[config.mk]
export PLATFORM = sky130hd
export DESIGN_NAME = gpio_ovr_port
export DESIGN_NICKNAME = d
export VERILOG_FILES = /design/src/rtl/gpio_ovr_pkg.sv /design/src/rtl/gpio_ovr_sync.sv /design/src/rtl/gpio_ovr_regs.sv /design/src/rtl/gpio_ovr_mux.sv /design/src/rtl/gpio_ovr_port.sv
export SDC_FILE = /design/constraint.sdc
export NUM_CORES = 1
export LEC_CHECK = 0
export ABC_AREA = 0
export ABC_CLOCK_PERIOD_IN_PS = 5680
export CAP_MARGIN = 20
export CELL_PAD_IN_SITES_DETAIL_PLACEMENT = 0
export CELL_PAD_IN_SITES_GLOBAL_PLACEMENT = 1
export CORE_UTILIZATION = 31
export CTS_BUF_LIST = sky130_fd_sc_hd__clkbuf_16
export CTS_CLUSTER_DIAMETER = 30
export DETAILED_ROUTE_END_ITERATION = 6
export PLACE_DENSITY = 0.83
export SKIP_CTS_REPAIR_TIMING = 1
export SYNTH_ARGS = -nofsm -noshare
export SYNTH_HDL_FRONTEND = slang
export SYNTH_HIERARCHICAL = 1
export SYNTH_SLANG_ARGS = --single-unit
export TNS_END_PERCENT = 10
[constraint.sdc]
create_clock -name clk -period 5.68 [get_ports clk]
set_input_delay 1.704 -clock clk [delete_from_list [all_inputs] [get_ports clk]]
set_output_delay 1.704 -clock clk [all_outputs]
set_load 0.02 [all_outputs]
[src/rtl/gpio_ovr_pkg.sv]
package gpio_ovr_pkg;

    // Which agent owns a pin in the current cycle
    typedef enum logic [1:0] {
        SRC_PORT   = 2'd0,
        SRC_SPI    = 2'd1,
        SRC_SCI_TX = 2'd2,
        SRC_SCI_RX = 2'd3
    } pin_src_e;

    // Pad-side control for a single pin
    typedef struct packed {
        logic oe;
        logic dout;
    } pin_drive_t;

    // Register selected by a bus access
    typedef enum logic [1:0] {
        SEL_NONE = 2'd0,
        SEL_DAT  = 2'd1,
        SEL_IN   = 2'd2,
        SEL_DIR  = 2'd3
    } reg_sel_e;

    // Priority order: SCI transmit, SCI receive, SPI, then the port registers
    function automatic pin_src_e pick_src(input logic tx_hit,
                                          input logic rx_hit,
                                          input logic spi_hit);
        pin_src_e s;
        if (tx_hit)       s = SRC_SCI_TX;
        else if (rx_hit)  s = SRC_SCI_RX;
        else if (spi_hit) s = SRC_SPI;
        else              s = SRC_PORT;
        return s;
    endfunction

endpackage

[src/rtl/gpio_ovr_sync.sv]
module gpio_ovr_sync #(
    parameter int W      = 8,
    parameter int STAGES = 2
) (
    input  logic         clk,
    input  logic         rst,
    input  logic [W-1:0] d,
    output logic [W-1:0] q
);
    logic [W-1:0] stg [STAGES];

    always_ff @(posedge clk) begin
        if (rst) stg[0] <= '0;
        else     stg[0] <= d;
    end

    for (genvar s = 1; s < STAGES; s++) begin : g_stage
        always_ff @(posedge clk) begin
            if (rst) stg[s] <= '0;
            else     stg[s] <= stg[s-1];
        end
    end

    assign q = stg[STAGES-1];
endmodule

[src/rtl/gpio_ovr_regs.sv]
module gpio_ovr_regs
    import gpio_ovr_pkg::*;
#(
    parameter int             W       = 8,
    parameter int             AW      = 16,
    parameter logic [AW-1:0]  OFF_DAT = 16'h0378,
    parameter logic [AW-1:0]  OFF_IN  = 16'h0379,
    parameter logic [AW-1:0]  OFF_DIR = 16'h037A
) (
    input  logic          clk,
    input  logic          rst,
    input  logic          bus_sel,
    input  logic          bus_wr,
    input  logic [AW-1:0] bus_addr,
    input  logic [W-1:0]  bus_wdata,
    input  logic [W-1:0]  pin_sync,
    output logic [W-1:0]  ddr_q,
    output logic [W-1:0]  dat_q,
    output logic [W-1:0]  bus_rdata
);
    reg_sel_e sel;

    always_comb begin
        if      (bus_addr == OFF_DAT) sel = SEL_DAT;
        else if (bus_addr == OFF_IN)  sel = SEL_IN;
        else if (bus_addr == OFF_DIR) sel = SEL_DIR;
        else                          sel = SEL_NONE;
    end

    // The input offset has no write path: its contents come from the pads
    always_ff @(posedge clk) begin
        if (rst) begin
            ddr_q <= '0;
            dat_q <= '0;
        end else if (bus_sel && bus_wr) begin
            if (sel == SEL_DIR) ddr_q <= bus_wdata;
            if (sel == SEL_DAT) dat_q <= bus_wdata;
        end
    end

    always_comb begin
        bus_rdata = '0;
        if (bus_sel && !bus_wr) begin
            unique case (sel)
                SEL_DAT:  bus_rdata = dat_q;
                SEL_IN:   bus_rdata = pin_sync;
                SEL_DIR:  bus_rdata = ddr_q;
                default:  bus_rdata = '0;
            endcase
        end
    end
endmodule

[src/rtl/gpio_ovr_mux.sv]
module gpio_ovr_mux
    import gpio_ovr_pkg::*;
#(
    parameter int           W        = 8,
    parameter logic [W-1:0] SPI_MASK = 8'h0F,
    parameter logic [W-1:0] TX_MASK  = 8'h02,
    parameter logic [W-1:0] RX_MASK  = 8'h01
) (
    input  logic [W-1:0] ddr_q,
    input  logic [W-1:0] dat_q,
    input  logic         spi_en,
    input  logic [W-1:0] spi_oe,
    input  logic [W-1:0] spi_dout,
    input  logic         sci_tx_en,
    input  logic         sci_tx_dout,
    input  logic         sci_rx_en,
    output logic [W-1:0] pad_oe,
    output logic [W-1:0] pad_out
);
    for (genvar i = 0; i < W; i++) begin : g_pin
        pin_src_e   src;
        pin_drive_t drv;

        assign src = pick_src(sci_tx_en & TX_MASK[i],
                              sci_rx_en & RX_MASK[i],
                              spi_en    & SPI_MASK[i]);

        always_comb begin
            unique case (src)
                SRC_SCI_TX: drv = '{oe: 1'b1,      dout: sci_tx_dout};
                SRC_SCI_RX: drv = '{oe: 1'b0,      dout: dat_q[i]};
                SRC_SPI:    drv = '{oe: spi_oe[i], dout: spi_dout[i]};
                default:    drv = '{oe: ddr_q[i],  dout: dat_q[i]};
            endcase
        end

        assign pad_oe[i]  = drv.oe;
        assign pad_out[i] = drv.dout;
    end
endmodule

[src/rtl/gpio_ovr_port.sv]
module gpio_ovr_port
    import gpio_ovr_pkg::*;
#(
    parameter int             W        = 8,
    parameter int             AW       = 16,
    parameter int             SYNC_N   = 2,
    parameter logic [AW-1:0]  OFF_DAT  = 16'h0378,
    parameter logic [AW-1:0]  OFF_IN   = 16'h0379,
    parameter logic [AW-1:0]  OFF_DIR  = 16'h037A,
    parameter logic [W-1:0]   SPI_MASK = 8'h0F,
    parameter logic [W-1:0]   TX_MASK  = 8'h02,
    parameter logic [W-1:0]   RX_MASK  = 8'h01
) (
    input  logic          clk,
    input  logic          rst,
    input  logic          bus_sel,
    input  logic          bus_wr,
    input  logic [AW-1:0] bus_addr,
    input  logic [W-1:0]  bus_wdata,
    output logic [W-1:0]  bus_rdata,
    input  logic          spi_en,
    input  logic [W-1:0]  spi_oe,
    input  logic [W-1:0]  spi_dout,
    input  logic          sci_tx_en,
    input  logic          sci_tx_dout,
    input  logic          sci_rx_en,
    input  logic [W-1:0]  pad_in,
    output logic [W-1:0]  pad_oe,
    output logic [W-1:0]  pad_out
);
    logic [W-1:0] pin_sync;
    logic [W-1:0] ddr_q;
    logic [W-1:0] dat_q;

    gpio_ovr_sync #(.W(W), .STAGES(SYNC_N)) u_sync (
        .clk (clk),
        .rst (rst),
        .d   (pad_in),
        .q   (pin_sync)
    );

    gpio_ovr_regs #(
        .W(W), .AW(AW), .OFF_DAT(OFF_DAT), .OFF_IN(OFF_IN), .OFF_DIR(OFF_DIR)
    ) u_regs (
        .clk       (clk),
        .rst       (rst),
        .bus_sel   (bus_sel),
        .bus_wr    (bus_wr),
        .bus_addr  (bus_addr),
        .bus_wdata (bus_wdata),
        .pin_sync  (pin_sync),
        .ddr_q     (ddr_q),
        .dat_q     (dat_q),
        .bus_rdata (bus_rdata)
    );

    gpio_ovr_mux #(
        .W(W), .SPI_MASK(SPI_MASK), .TX_MASK(TX_MASK), .RX_MASK(RX_MASK)
    ) u_mux (
        .ddr_q       (ddr_q),
        .dat_q       (dat_q),
        .spi_en      (spi_en),
        .spi_oe      (spi_oe),
        .spi_dout    (spi_dout),
        .sci_tx_en   (sci_tx_en),
        .sci_tx_dout (sci_tx_dout),
        .sci_rx_en   (sci_rx_en),
        .pad_oe      (pad_oe),
        .pad_out     (pad_out)
    );
endmodule

==> After elaboration in Yosys (flattened, before gate mapping) <==
Memory sizes are Yosys's and may differ from the RTL's.
Index checks and enable logic that the tools add are counted.
{ "word_totals": {"ff_bits": 16, "latch_bits": 0, "mem_bits_rw": 16, "rom_bits": 0, "in_bits": 56, "output_inout_bits": 24, "word_cells": 42, "memories": 1} }
{ "op_classes": {"addsub": 0, "mul": 0, "div_mod_pow": 0, "order_cmp": 0, "eq_ne": 15, "shifts": 0, "n_mux": 17, "n_bitwise": 2, "reduce_logical": 5} }
{ "mem_list": {"columns": ["name", "words", "width", "read_ports", "rd_clocked_by_memory_dff", "wr", "line_no", "source"], "rows": [
  ["u_sync.stg", 2, 8, 2, 0, 2, "gpio_ovr_sync.sv:10", "logic [W-1:0] stg [STAGES];"]
]} }
{ "op_table": {"columns": ["op", "count"], "rows": [
  ["$eq 16x10->1 const B", 3],
  ["$mux 8", 3],
  ["$pmux 2 s3", 4],
  ["$pmux 8 s3", 1],
  ["$eq 2x2->1 const B", 7],
  ["$mux 2", 5],
  ["$eq 2x1->1 const B", 4],
  ["$mux 1", 4],
  ["$reduce_and 2->1", 2],
  ["$eq 1x2->1 const B", 1],
  ["$logic_and 1x1->1", 2],
  ["$or 1x1->1", 2],
  ["$logic_not 1->1", 1]
]} }

==> Logic depth before layout (Yosys ltp) <==
{ "logic_depth": {"ltp_word": 7, "ltp_mapped": 6, "depth_no_buf": 4} }

==> By module <==
Netlist, hierarchy kept.
{ "modules_own_cells": {"columns": ["module", "n_inst", "cells_per_inst", "area_per_inst_um2", "seq_area_each_um2"], "rows": [
  ["gpio_ovr_regs", 1, 119, 983.4, 320.3],
  ["gpio_ovr_sync", 1, 33, 464.2, 320.3],
  ["gpio_ovr_mux", 1, 22, 192.7, 0.0]
]} }

==> Least setup slack after synthesis <==
Ideal clock, no wire load.
{ "synth_path": {"kind": "input -> output", "startpoint": "input port bus_addr[15]", "endpoint": "output port bus_rdata[7]", "arrival_time_ps": 3422, "required_time_ps": 3976, "path_slack_ps": 554, "path_stages": 6, "path_buffers": 2, "cell_sequence": "or4b_4 buf_6 nor4_4 buf_6 nand2_1 a31oi_1"} }
{ "synth_via": {"elab_chain_cells": 7} }
{ "synth_rtl": {"columns": ["element", "line_no", "source"], "rows": [
  ["from (decl)", "gpio_ovr_port.sv:18", "input logic [AW-1:0] bus_addr,"],
  ["$eq 16x10->1", "gpio_ovr_regs.sv:26", "else if (bus_addr == OFF_DIR) sel = SEL_DIR;"],
  ["$mux 2", "gpio_ovr_regs.sv:26", null],
  ["$mux 2", "gpio_ovr_regs.sv:25", "else if (bus_addr == OFF_IN) sel = SEL_IN;"],
  ["$mux 2 *", "gpio_ovr_regs.sv:24", "if (bus_addr == OFF_DAT) sel = SEL_DAT;"],
  ["$eq 2x2->1 / $eq 2x1->1 (equally long branches)", "gpio_ovr_regs.sv:44", "unique case (sel)"],
  ["$pmux 8 s3 *", "gpio_ovr_regs.sv:44", null],
  ["$mux 8 *", "gpio_ovr_regs.sv:43", "if (bus_sel && !bus_wr) begin"],
  ["to (decl)", "gpio_ovr_port.sv:20", "output logic [W-1:0] bus_rdata,"]
]} }
Mark *: on every way between the ends. The rest lies on a longest branch, timed or not.

==> Final worst setup path <==
{ "layout_path": {"startpoint": "input port bus_addr[15]", "endpoint": "output port bus_rdata[4]"} }
Same word-level chain as after synthesis.

==> results.cfg <==
[status]
status = finished clean

[floorplanning]
dieArea_um2 = 5586
die_w_um = 74.74
rows = 26
die_h_um = 74.74
core_area_um2 = 5107
ios = 80
initial_core_util = 0.3212

[min_path]
hold_path.startpoint = u_sync/stg[0][4]$_SDFF_PP0_
holdPathStages = 1
hold_end = u_sync/stg[1][4]$_SDFF_PP0_
holdCritPathClass = flop to flop

[drt]
firstDrtPassIters = 4
num_vias = 1547
drc = 0
vias_per_cell = 4.804
first_iter_violations = 49
wl_mm = 4.227
antenna_left = 0
wire_per_inst_um = 13.13

[setup_path]
start_kind = input pin
reg2reg_depth = 2
r2r_slack_ns = 5.01
rr_startpoint = u_regs/ddr_q[6]$_SDFFE_PP0P_
worstPathCellList = clkdlybuf4s50_1 -> or4b_4 -> buf_4 -> nor4_4 -> buf_4 -> a222oi_1 -> nor2_1 -> dlymetal6s2s_1
cp-end-kind = output pin
critical_path_required_ns = 3.98
path_buf_inv = 4
cp_slowest_cell = or4b_4
crit_arrival_ns = 3.83
worstSetupPathType = input pin to output pin
cpLargestDelayFamily = buffers and inverters
crit_fanout = 8
r2r_end = u_regs/ddr_q[6]$_SDFFE_PP0P_
critPathMaxStageDelay_ns = 0.58
crit_top_cell = buf_4

[cts]
root_buffer = clkbuf_16
clock_latency_ns = 0.28
htree_levels = 2
numCtsBuffers = 5
cts_buffer_depth = 2
clock_sinks = 32
cts_tree = yes
path_clk_slew_ns = 0.05

[global_routing]
grt_pass1_wl_mm = 6.872
grt_pass1_vias = 1491
antenna_found_initial = 0
grt_max_degree = 26
grtUsageTotal = 0.1671
grt-ovfl-total = 0

[timing]
slew_headroom = 0.5955
hold_viol = 0
clock_skew_ns = 0.002540
worstMarginPinSlew_ns = 0.6053
fin_crit_ns = 5.538
final_max_slew_viol_count = 0
rsz0062_at_grt = false
max_freq_mhz = 180.6
fin_setup_tns_ns = 0
setup_viol = 0
post-route-period-util = 0.9750

[logic_synthesis]
synth.yosys.seq_area_share = 0.3905
syn_avg_cell_area_um2 = 9.427
synth_cell_types = 36
ys_seq_elements = 32
syn_area_um2 = 1640
synth_edf_count = 0
async_reset_ff_frac = 0
synthesis.nets = 230
postSynthCellCount = 174
yosys_warnings = 6
synth_top_flop_cell = dfxtp_1

[placement]
dpl.cell_count = 314
dp_hpwl_mm = 3.188
io_buffer_count = 71
place.gp.congestion = 0.7903

[finish]
n_antenna_cell = 0
finalNonFillerCells = 322
drive_gt1_frac = 0.2143
area_growth_pct = 61.02
layout_common_cells = clkdlybuf4s50_1, dfxtp_1, a21oi_1
layout_commonest_cell = clkdlybuf4s50_1
nNetsFinal = 307
fin_util = 0.5171
n_fill_cell = 477

[power_and_ir_drop]
ir_drop_v = 0.0001416
p_clk_frac = 0.495
p_per_area_nw_per_um2 = 229.9
p_int_mw = 0.4838
combinationalPowerShare = 0.124
p_leak_nw = 1.078
p_switching_mw = 0.1234
switching_share = 0.2032
seq_power_share = 0.381

[job]
max_cap_viol_count = 0
==> cells in the mapped netlist, types with 2 or more instances <==
| cell | count | area, um2 |
|---|---|---|
| dfxtp_1 | 32 | 640.6 |
| a21oi_1 | 20 | 100.1 |
| o21ai_1 | 17 | 85.08 |
| nand3_1 | 16 | 80.08 |
| buf_4 | 8 | 60.06 |
| nand2_1 | 8 | 30.03 |
| nor2b_2 | 7 | 61.31 |
| and2b_2 | 6 | 52.55 |
| nor2_1 | 6 | 22.52 |
| a22oi_1 | 4 | 30.03 |
| buf_2 | 4 | 20.02 |
| buf_6 | 4 | 45.04 |
| mux2_2 | 4 | 45.04 |
| nor2b_1 | 4 | 25.02 |
| a222oi_1 | 3 | 30.03 |
| clkbuf_1 | 3 | 11.26 |
| nand3b_1 | 3 | 22.52 |
| nor4_4 | 3 | 63.81 |
| mux2i_1 | 2 | 20.02 |
| nand4bb_1 | 2 | 22.52 |
| or4_1 | 2 | 15.01 |
| or4bb_1 | 2 | 22.52 |
==> routing by layer <==
metal  vias to the layer above  wire, um  global-route usage
li1                        782         -                   -
met1                       704      1835              0.1924
met2                        54      2044              0.2843
met3                         7       272             0.05890
met4                         0        75             0.06499
met5                         -         0                   0
==> how the worst max path moves through the flow <==
stage,startpoint,to,depth (start not counted)
final,bus_addr[15],bus_rdata[4],8
after global routing,bus_addr[15],bus_rdata[4],8
after CTS,bus_addr[15],bus_rdata[7],6
after detailed placement,bus_addr[15],bus_rdata[7],6
after global placement,bus_addr[15],bus_rdata[7],6
after floorplan,bus_addr[15],bus_rdata[7],6
==> power by group through the flow <==
stage | Combinational [mW] | Sequential (mW) | Clock [mW]
floorplan | 0.0282 | 0.235 | 0
global route | 0.0810 | 0.232 | 0.318
finish | 0.0750 | 0.232 | 0.301
detailed placement | 0.0753 | 0.236 | 0
CTS | 0.0756 | 0.231 | 0.308
global placement | 0.0722 | 0.236 | 0
==> through the flow <==
step	hold slack (ns)	worst slack [ns]	area [um2]	power [mW]
after floorplan	0.4138	0.5536	1640	0.2636
after global placement	0.4227	-0.2440	2434	0.3082
after detailed placement	0.4204	-0.2731	2461	0.3115
after CTS	0.4315	-0.2795	2629	0.6145
after global routing	0.4480	0.01286	2641	0.6306
final	0.4302	0.1418	2641	0.6072
==> flip-flops by register name, indices dropped and copies added (netlist names) <==
name / flops
u_sync/stg: 16
u_regs/dat_q: 8
u_regs/ddr_q: 8
==> final cells by class <==
cell class              count  area (um2)  share of cell area
clock buffers               5       125.1             0.04737
clock inverters             3       42.54             0.01611
multi-input cells         122       859.6              0.3254
flip-flops and latches     32       640.6              0.2425
well taps                  70       87.58             0.03316
repair buffers             90       885.9              0.3354
==> cell families after synthesis <==
group,synth area share
AO/OA/AOI/OAI,0.1587
buffers and inverters,0.08543
flip-flops,0.3905
multiplexers,0.04881
AND/OR/NAND/NOR,0.3165
Note: power is estimated with default switching activity, not from simulation.
